<file path="config.mk">
export PLATFORM = sky130hd
export DESIGN_NAME = cfg_reload_irq_unit
export DESIGN_NICKNAME = d
export VERILOG_FILES = /design/src/rtl/cfg_reload_pkg.sv /design/src/rtl/reload_seq.sv /design/src/rtl/cfg_bank.sv /design/src/rtl/irq_gather.sv /design/src/rtl/cfg_reload_irq_unit.sv
export SDC_FILE = /design/constraint.sdc
export NUM_CORES = 1
export LEC_CHECK = 0
export ABC_AREA = 1
export BUFFER_PORTS_ARGS = -buffer_cell sky130_fd_sc_hd__buf_2
export CORE_MARGIN = 1
export CORE_UTILIZATION = 50
export DETAILED_ROUTE_END_ITERATION = 8
export GPL_ROUTABILITY_DRIVEN = 0
export PLACE_DENSITY = 0.73
export SYNTH_ARGS = -nofsm -noshare
export SYNTH_HDL_FRONTEND = slang
export SYNTH_SLANG_ARGS = --single-unit
</file>
<file path="constraint.sdc">
create_clock -name clk -period 1.9 [get_ports clk]
set_input_delay 0.38 -clock clk [delete_from_list [all_inputs] [get_ports clk]]
set_output_delay 0.38 -clock clk [all_outputs]
set_load 0.02 [all_outputs]
</file>
<file path="src/rtl/cfg_reload_pkg.sv">
package cfg_reload_pkg;

    localparam int NUM_EV     = 4;
    localparam int A_RELOAD   = 0;
    localparam int A_IRQ_EN   = 1;
    localparam int A_IRQ_STAT = 2;
    localparam int A_IRQ_CLR  = 3;
    localparam int A_CFG_BASE = 4;

    typedef enum int {
        EV_LINE     = 0,
        EV_UNDERRUN = 1,
        EV_XFER_ERR = 2,
        EV_RELOAD   = 3
    } ev_idx_e;

    typedef struct packed {
        logic reload;
        logic irq_en;
        logic irq_clr;
        logic cfg;
    } wr_sel_t;

    typedef struct packed {
        logic at_vblank;
        logic now;
    } reload_req_t;

    function automatic wr_sel_t decode_sel(input int unsigned addr, input int unsigned ncfg);
        wr_sel_t s;
        s.reload  = (addr == A_RELOAD);
        s.irq_en  = (addr == A_IRQ_EN);
        s.irq_clr = (addr == A_IRQ_CLR);
        s.cfg     = (addr >= A_CFG_BASE) && (addr < A_CFG_BASE + ncfg);
        return s;
    endfunction

endpackage

</file>
<file path="src/rtl/reload_seq.sv">
module reload_seq
    import cfg_reload_pkg::*;
(
    input  logic        clk,
    input  logic        rst,
    input  logic        req_wr,
    input  reload_req_t req,
    input  logic        vblank,
    output logic        xfer,
    output logic        pending
);

    logic take_now;
    logic take_late;

    always_comb begin
        take_now  = req_wr && req.now;
        take_late = req_wr && req.at_vblank && !req.now;
        xfer      = take_now || (vblank && pending);
    end

    always_ff @(posedge clk) begin
        if (rst) begin
            pending <= 1'b0;
        end else if (take_now) begin
            pending <= 1'b0;
        end else if (take_late) begin
            pending <= 1'b1;
        end else if (vblank) begin
            pending <= 1'b0;
        end
    end

    AST_PEND_DROP: assert property (@(posedge clk) disable iff (rst)
        (pending && vblank && !req_wr) |=> !pending);
    AST_LATE_KEEP: assert property (@(posedge clk) disable iff (rst)
        (take_late && vblank) |=> pending);
    AST_NOW_WINS: assert property (@(posedge clk) disable iff (rst)
        take_now |=> !pending);

endmodule

</file>
<file path="src/rtl/cfg_bank.sv">
module cfg_bank #(
    parameter int DATA_W  = 32,
    parameter int NUM_CFG = 4,
    localparam int IDX_W  = (NUM_CFG > 1) ? $clog2(NUM_CFG) : 1
) (
    input  logic                      clk,
    input  logic                      rst,
    input  logic                      wr_en,
    input  logic [IDX_W-1:0]          wr_idx,
    input  logic [DATA_W-1:0]         wr_data,
    input  logic                      xfer,
    output logic [NUM_CFG*DATA_W-1:0] shadow,
    output logic [NUM_CFG*DATA_W-1:0] active
);

    for (genvar i = 0; i < NUM_CFG; i++) begin : g_word
        always_ff @(posedge clk) begin
            if (rst) begin
                shadow[i*DATA_W +: DATA_W] <= '0;
                active[i*DATA_W +: DATA_W] <= '0;
            end else begin
                if (wr_en && (wr_idx == IDX_W'(i))) begin
                    shadow[i*DATA_W +: DATA_W] <= wr_data;
                end
                if (xfer) begin
                    active[i*DATA_W +: DATA_W] <= shadow[i*DATA_W +: DATA_W];
                end
            end
        end
    end

    AST_ACTIVE_HOLD: assert property (@(posedge clk) disable iff (rst)
        !xfer |=> $stable(active));
    AST_ACTIVE_LOAD: assert property (@(posedge clk) disable iff (rst)
        xfer |=> (active == $past(shadow)));

endmodule

</file>
<file path="src/rtl/irq_gather.sv">
module irq_gather #(
    parameter int NEV = 4
) (
    input  logic           clk,
    input  logic           rst,
    input  logic           en_we,
    input  logic [NEV-1:0] en_wdata,
    input  logic           clr_we,
    input  logic [NEV-1:0] clr_mask,
    input  logic [NEV-1:0] events,
    output logic [NEV-1:0] status,
    output logic [NEV-1:0] enable,
    output logic           irq
);

    logic [NEV-1:0] clr_eff;

    always_comb begin
        clr_eff = clr_we ? clr_mask : '0;
        irq     = |(status & enable);
    end

    always_ff @(posedge clk) begin
        if (rst) begin
            status <= '0;
            enable <= '0;
        end else begin
            status <= (status & ~clr_eff) | events;
            if (en_we) begin
                enable <= en_wdata;
            end
        end
    end

    AST_EVT_SETS: assert property (@(posedge clk) disable iff (rst)
        (events != '0) |=> ((status & $past(events)) == $past(events)));
    AST_CLR_WORKS: assert property (@(posedge clk) disable iff (rst)
        (clr_we && ((clr_mask & events) == '0)) |=> ((status & $past(clr_mask)) == '0));
    AST_STICKY: assert property (@(posedge clk) disable iff (rst)
        (!clr_we) |=> ((status & $past(status)) == $past(status)));

endmodule

</file>
<file path="src/rtl/cfg_reload_irq_unit.sv">
module cfg_reload_irq_unit
    import cfg_reload_pkg::*;
#(
    parameter int DATA_W  = 32,
    parameter int NUM_CFG = 4,
    parameter int ADDR_W  = 4
) (
    input  logic                      clk,
    input  logic                      rst,
    input  logic                      bus_wr,
    input  logic [ADDR_W-1:0]         bus_addr,
    input  logic [DATA_W-1:0]         bus_wdata,
    output logic [DATA_W-1:0]         bus_rdata,
    input  logic                      vblank_stb,
    input  logic                      line_evt,
    input  logic                      underrun_evt,
    input  logic                      xfer_err_evt,
    output logic [NUM_CFG*DATA_W-1:0] active_cfg,
    output logic                      irq
);

    localparam int IDX_W = (NUM_CFG > 1) ? $clog2(NUM_CFG) : 1;

    wr_sel_t                   sel;
    wr_sel_t                   wsel;
    reload_req_t               req;
    logic [IDX_W-1:0]          cfg_idx;
    logic                      xfer;
    logic                      pending;
    logic [NUM_CFG*DATA_W-1:0] shadow;
    logic [NUM_EV-1:0]         events;
    logic [NUM_EV-1:0]         status;
    logic [NUM_EV-1:0]         enable;

    always_comb begin
        sel     = decode_sel(int'(bus_addr), NUM_CFG);
        wsel    = bus_wr ? sel : '0;
        req     = reload_req_t'(bus_wdata[1:0]);
        cfg_idx = IDX_W'(int'(bus_addr) - A_CFG_BASE);
        events  = '0;
        events[EV_LINE]     = line_evt;
        events[EV_UNDERRUN] = underrun_evt;
        events[EV_XFER_ERR] = xfer_err_evt;
        events[EV_RELOAD]   = xfer;
    end

    reload_seq u_seq (
        .clk     (clk),
        .rst     (rst),
        .req_wr  (wsel.reload),
        .req     (req),
        .vblank  (vblank_stb),
        .xfer    (xfer),
        .pending (pending)
    );

    cfg_bank #(
        .DATA_W  (DATA_W),
        .NUM_CFG (NUM_CFG)
    ) u_bank (
        .clk     (clk),
        .rst     (rst),
        .wr_en   (wsel.cfg),
        .wr_idx  (cfg_idx),
        .wr_data (bus_wdata),
        .xfer    (xfer),
        .shadow  (shadow),
        .active  (active_cfg)
    );

    irq_gather #(
        .NEV (NUM_EV)
    ) u_irq (
        .clk      (clk),
        .rst      (rst),
        .en_we    (wsel.irq_en),
        .en_wdata (bus_wdata[NUM_EV-1:0]),
        .clr_we   (wsel.irq_clr),
        .clr_mask (bus_wdata[NUM_EV-1:0]),
        .events   (events),
        .status   (status),
        .enable   (enable),
        .irq      (irq)
    );

    always_comb begin
        bus_rdata = '0;
        if (sel.reload) begin
            bus_rdata[1] = pending;
        end else if (sel.irq_en) begin
            bus_rdata[NUM_EV-1:0] = enable;
        end else if (sel.irq_clr) begin
            bus_rdata = '0;
        end else if (int'(bus_addr) == A_IRQ_STAT) begin
            bus_rdata[NUM_EV-1:0] = status;
        end else if (sel.cfg) begin
            bus_rdata = shadow[int'(cfg_idx)*DATA_W +: DATA_W];
        end
    end

    AST_DONE_FLAG: assert property (@(posedge clk) disable iff (rst)
        xfer |=> status[EV_RELOAD]);
    AST_IRQ_NEEDS_EN: assert property (@(posedge clk) disable iff (rst)
        (enable == '0) |-> !irq);

endmodule

</file>
==> summary.txt <==
Logic synthesis
  – Synthesized flop and latch total: 265
  – YS warnings: 0
  – Xor-xnor portion of the synthesized cell area: 0%
  – Main combinational cell family by area after synthesis: simple AND/OR/NAND/NOR gates
  – Sequential-to-total area share from yosys stat: 46.0%
  – Synth Instances: 1700
  – Compound-Gate Fraction of Synth Area: 12.3%
  – Synth Area in Simple Gates: 31.4%
  – Adder-Cell Fraction of Synth Area: 0%
  – Post-synthesis cell area: 11500 µm²
  – Unique masters post-synth: 22
  – Mux share of post-synthesis cell area: 0%
  – Syn nets: 1743
  – Mapped Avg Cell Area: 6.78 µm²

Finish
  – Fin nets: 1922
  – Fill cell count: 2056
  – Share of cells above drive strength 1: 19.2%
  – Final core area utilization: 63.0%
  – Multi-input logic area: 5110 µm²
  – Syn-to-layout area delta: 23.7%
  – Storage cell area: 5330 µm²
  – Final instance area: 14300 µm²

Global routing
  – GRT Util Overall: 28.2%
  – Gr ovfl total: 0
  – Initial antenna violation count: 1
  – Vias in the first global route: 10500
  – Largest net degree at the start of global routing: 117
  – First-pass GRT wire length: 54000 µm

Worst setup path
  – Critical path class: reg2out
  – Crit-path max FO: 3
  – FF-to-FF End: u_bank.active[74]
  – Critical Path Source: u_bank.shadow[3]
  – Arr. time, crit path: 1.50 ns
  – Critical Path End: bus_rdata[3]
  – Startpoint Class: flip-flop
  – Worst EP required: 1.52 ns
  – Reg-to-Reg Start: u_seq.pending
  – Setup crit end kind: primary output
  – Reg-to-reg setup timing slack: 0.37 ns
  – Reg2reg path depth: 4

Clocking
  – Hold_buf cts: 0
  – Num Clock Sinks: 265
  – CTS HTree Levels: 1
  – CTS Buf Count: 28
  – Worst-Skew Late Latency: 0.54 ns
  – CTS tree: yes
  – Clk buf depth: 3
  – Reg clk slew, reported paths: 0.06 ns
  – Clock Tree Root: clkbuf_16

Routing
  – Routed Antenna Nets: 0
  – Drt first pass iters: 5
  – Vias/cell: 5.29
  – DR DRC count: 0
  – DR vias: 11600
  – WL final: 34400 µm
  – Initial DRC count: 1056
  – Routed length per instance: 15.8 µm

Flow run
  – Max cap viols: 0

Placed design
  – Placement Setup Slack: -0.0567 ns
  – I/O Buffers: 203
  – Hpwl dp: 23400 µm
  – DP Area: 13000 µm²

Run status
  – Status: finished clean

STA
  – Fin Clk Skew: 0.0131 ns
  – Period utilisation layout: 99.1%
  – Final min period: 1.88 ns
  – Setup TNS: 0 ns
  – RSZ-0062 raised after global routing: true
  – Setup violators final: 0
  – Setup ws final: 0.0180 ns
  – Slew Limit Fails: 0
  – Slew @ Worst Pin: 0.472 ns
  – Relative slew margins: 68.5%
  – Final hold viol count: 0
  – Fmax: 531 MHz

Die
  – Initial core utilization: 50.9%
  – Core ar.: 22600 µm²
  – Die width: 154 µm
  – Die H: 154 µm
  – I/O pin total: 204
  – Die area: 23700 µm²
  – FP Rows: 55

Power and ir drop
  – Design Power: 12.4 mW
  – Worst VDD drop: 0.000572 V
  – Leakage: 7.02 nW
  – Pwr/cell area: 868 nW/µm²

Worst hold path
  – Hold/Removal Path Class: in2reg
-- placed cells by master, fill, tap and decap left out, types with 7 or more instances in the layout --
cell and n:
a21oi_1 139, and2_1 20, buf_12 23, buf_2 189, buf_4 50, buf_6 9
clkbuf_16 29, clkbuf_8 7, clkinv_2 7, dfxtp_1 250, dfxtp_2 14, inv_1 143
inv_2 7, nand2_1 284, nand3_1 137, nand4_1 24, nor2_1 400, o21ai_0 135
-- cell families (layout without fill, tap and decap cells) --
logic type | count (synthesis) | after routing
buf+inv | 276 | 474
flops | 265 | 265
compound gates | 283 | 283
simple gates | 876 | 877
other cells | 0 | 1
-- how the worst min path moves through the flow --
stage / from / endpoint / slack, ns / cells after the start
2_1_floorplan: rst / u_irq.status[0] / 0.45 / 1
3_3_place_gp: u_irq.status[3] / u_irq.status[3] / 0.48 / 2
3_5_place_dp: u_irq.status[3] / u_irq.status[3] / 0.48 / 2
4_1_cts: xfer_err_evt / u_irq.status[2] / 0.06 / 3
5_1_grt: line_evt / u_irq.status[0] / 0.09 / 3
6_report: xfer_err_evt / u_irq.status[2] / 0.08 / 3
-- cell type report --
cell class | count | share of cell area (%)
flip-flops and latches | 265 | 37.4
clock buffers | 38 | 5.82
diodes | 1 | 0.0176
well taps | 285 | 2.50
inverters | 152 | 4.05
multi-input cells | 1160 | 35.9
clock inverters | 12 | 0.992
repair buffers | 272 | 13.4
-- state kept, by name (all words and copies together), names as in the netlist --
signal / flops
u_seq.pending: 1
u_irq.enable: 4
u_bank.shadow: 128
u_bank.active: 128
u_irq.status: 4
-- per-layer routing --
metal  GRT usage, %  share of wire (%)  vias up
li1               -                  -     5726
met1           36.9                 43     5264
met2           46.3                 47      486
met3           4.20                7.3       80
met4           12.1                3.3        0
met5              0                  0        -
-- power by group --
group	internal, mW	switching, mW
clock	3.45	2.27
sequential	5.67	0.0962
combinational	0.325	0.561
total	9.45	2.93
-- stage by stage --
step           cells  hold slack [ns]
5_1_grt         2184           0.0902
3_5_place_dp    2122            0.483
3_3_place_gp    2122            0.482
2_1_floorplan   1700            0.449
6_report        2185           0.0807
4_1_cts         2176           0.0573
-- worst max-delay path, stage by stage, from the launching register on --
cell,delay (ns)
dfxtp_2,0.35
nand2_1,0.08
a21oi_2,0.19
o21ai_2,0.09
nand3_1,0.11
buf_4,0.15
-- repair_timing --
item | CTS | global route
pin swaps | 1 | 11
endpoints found under the setup margin | 25 | 31
cloned | 2 | 0
buffers inserted | 2 | 8
hold endpoints to repair | 0 | 0
gates resized for setup | 16 | 43
-- synthesized netlist by cell type (all sizes together) --
cell	instances	area, µm²
nor2	406	1550
nand3	137	686
a31oi	2	12.5
inv	151	567
dfxtp	265	5310
o21ai	138	691
a21oi	143	716
and2	21	131
clkbuf	59	221
buf	65	393
nand4	25	163
clkinv	1	3.75
nand2	287	1080
No activity file was read; power rests on OpenSTA's default activity.
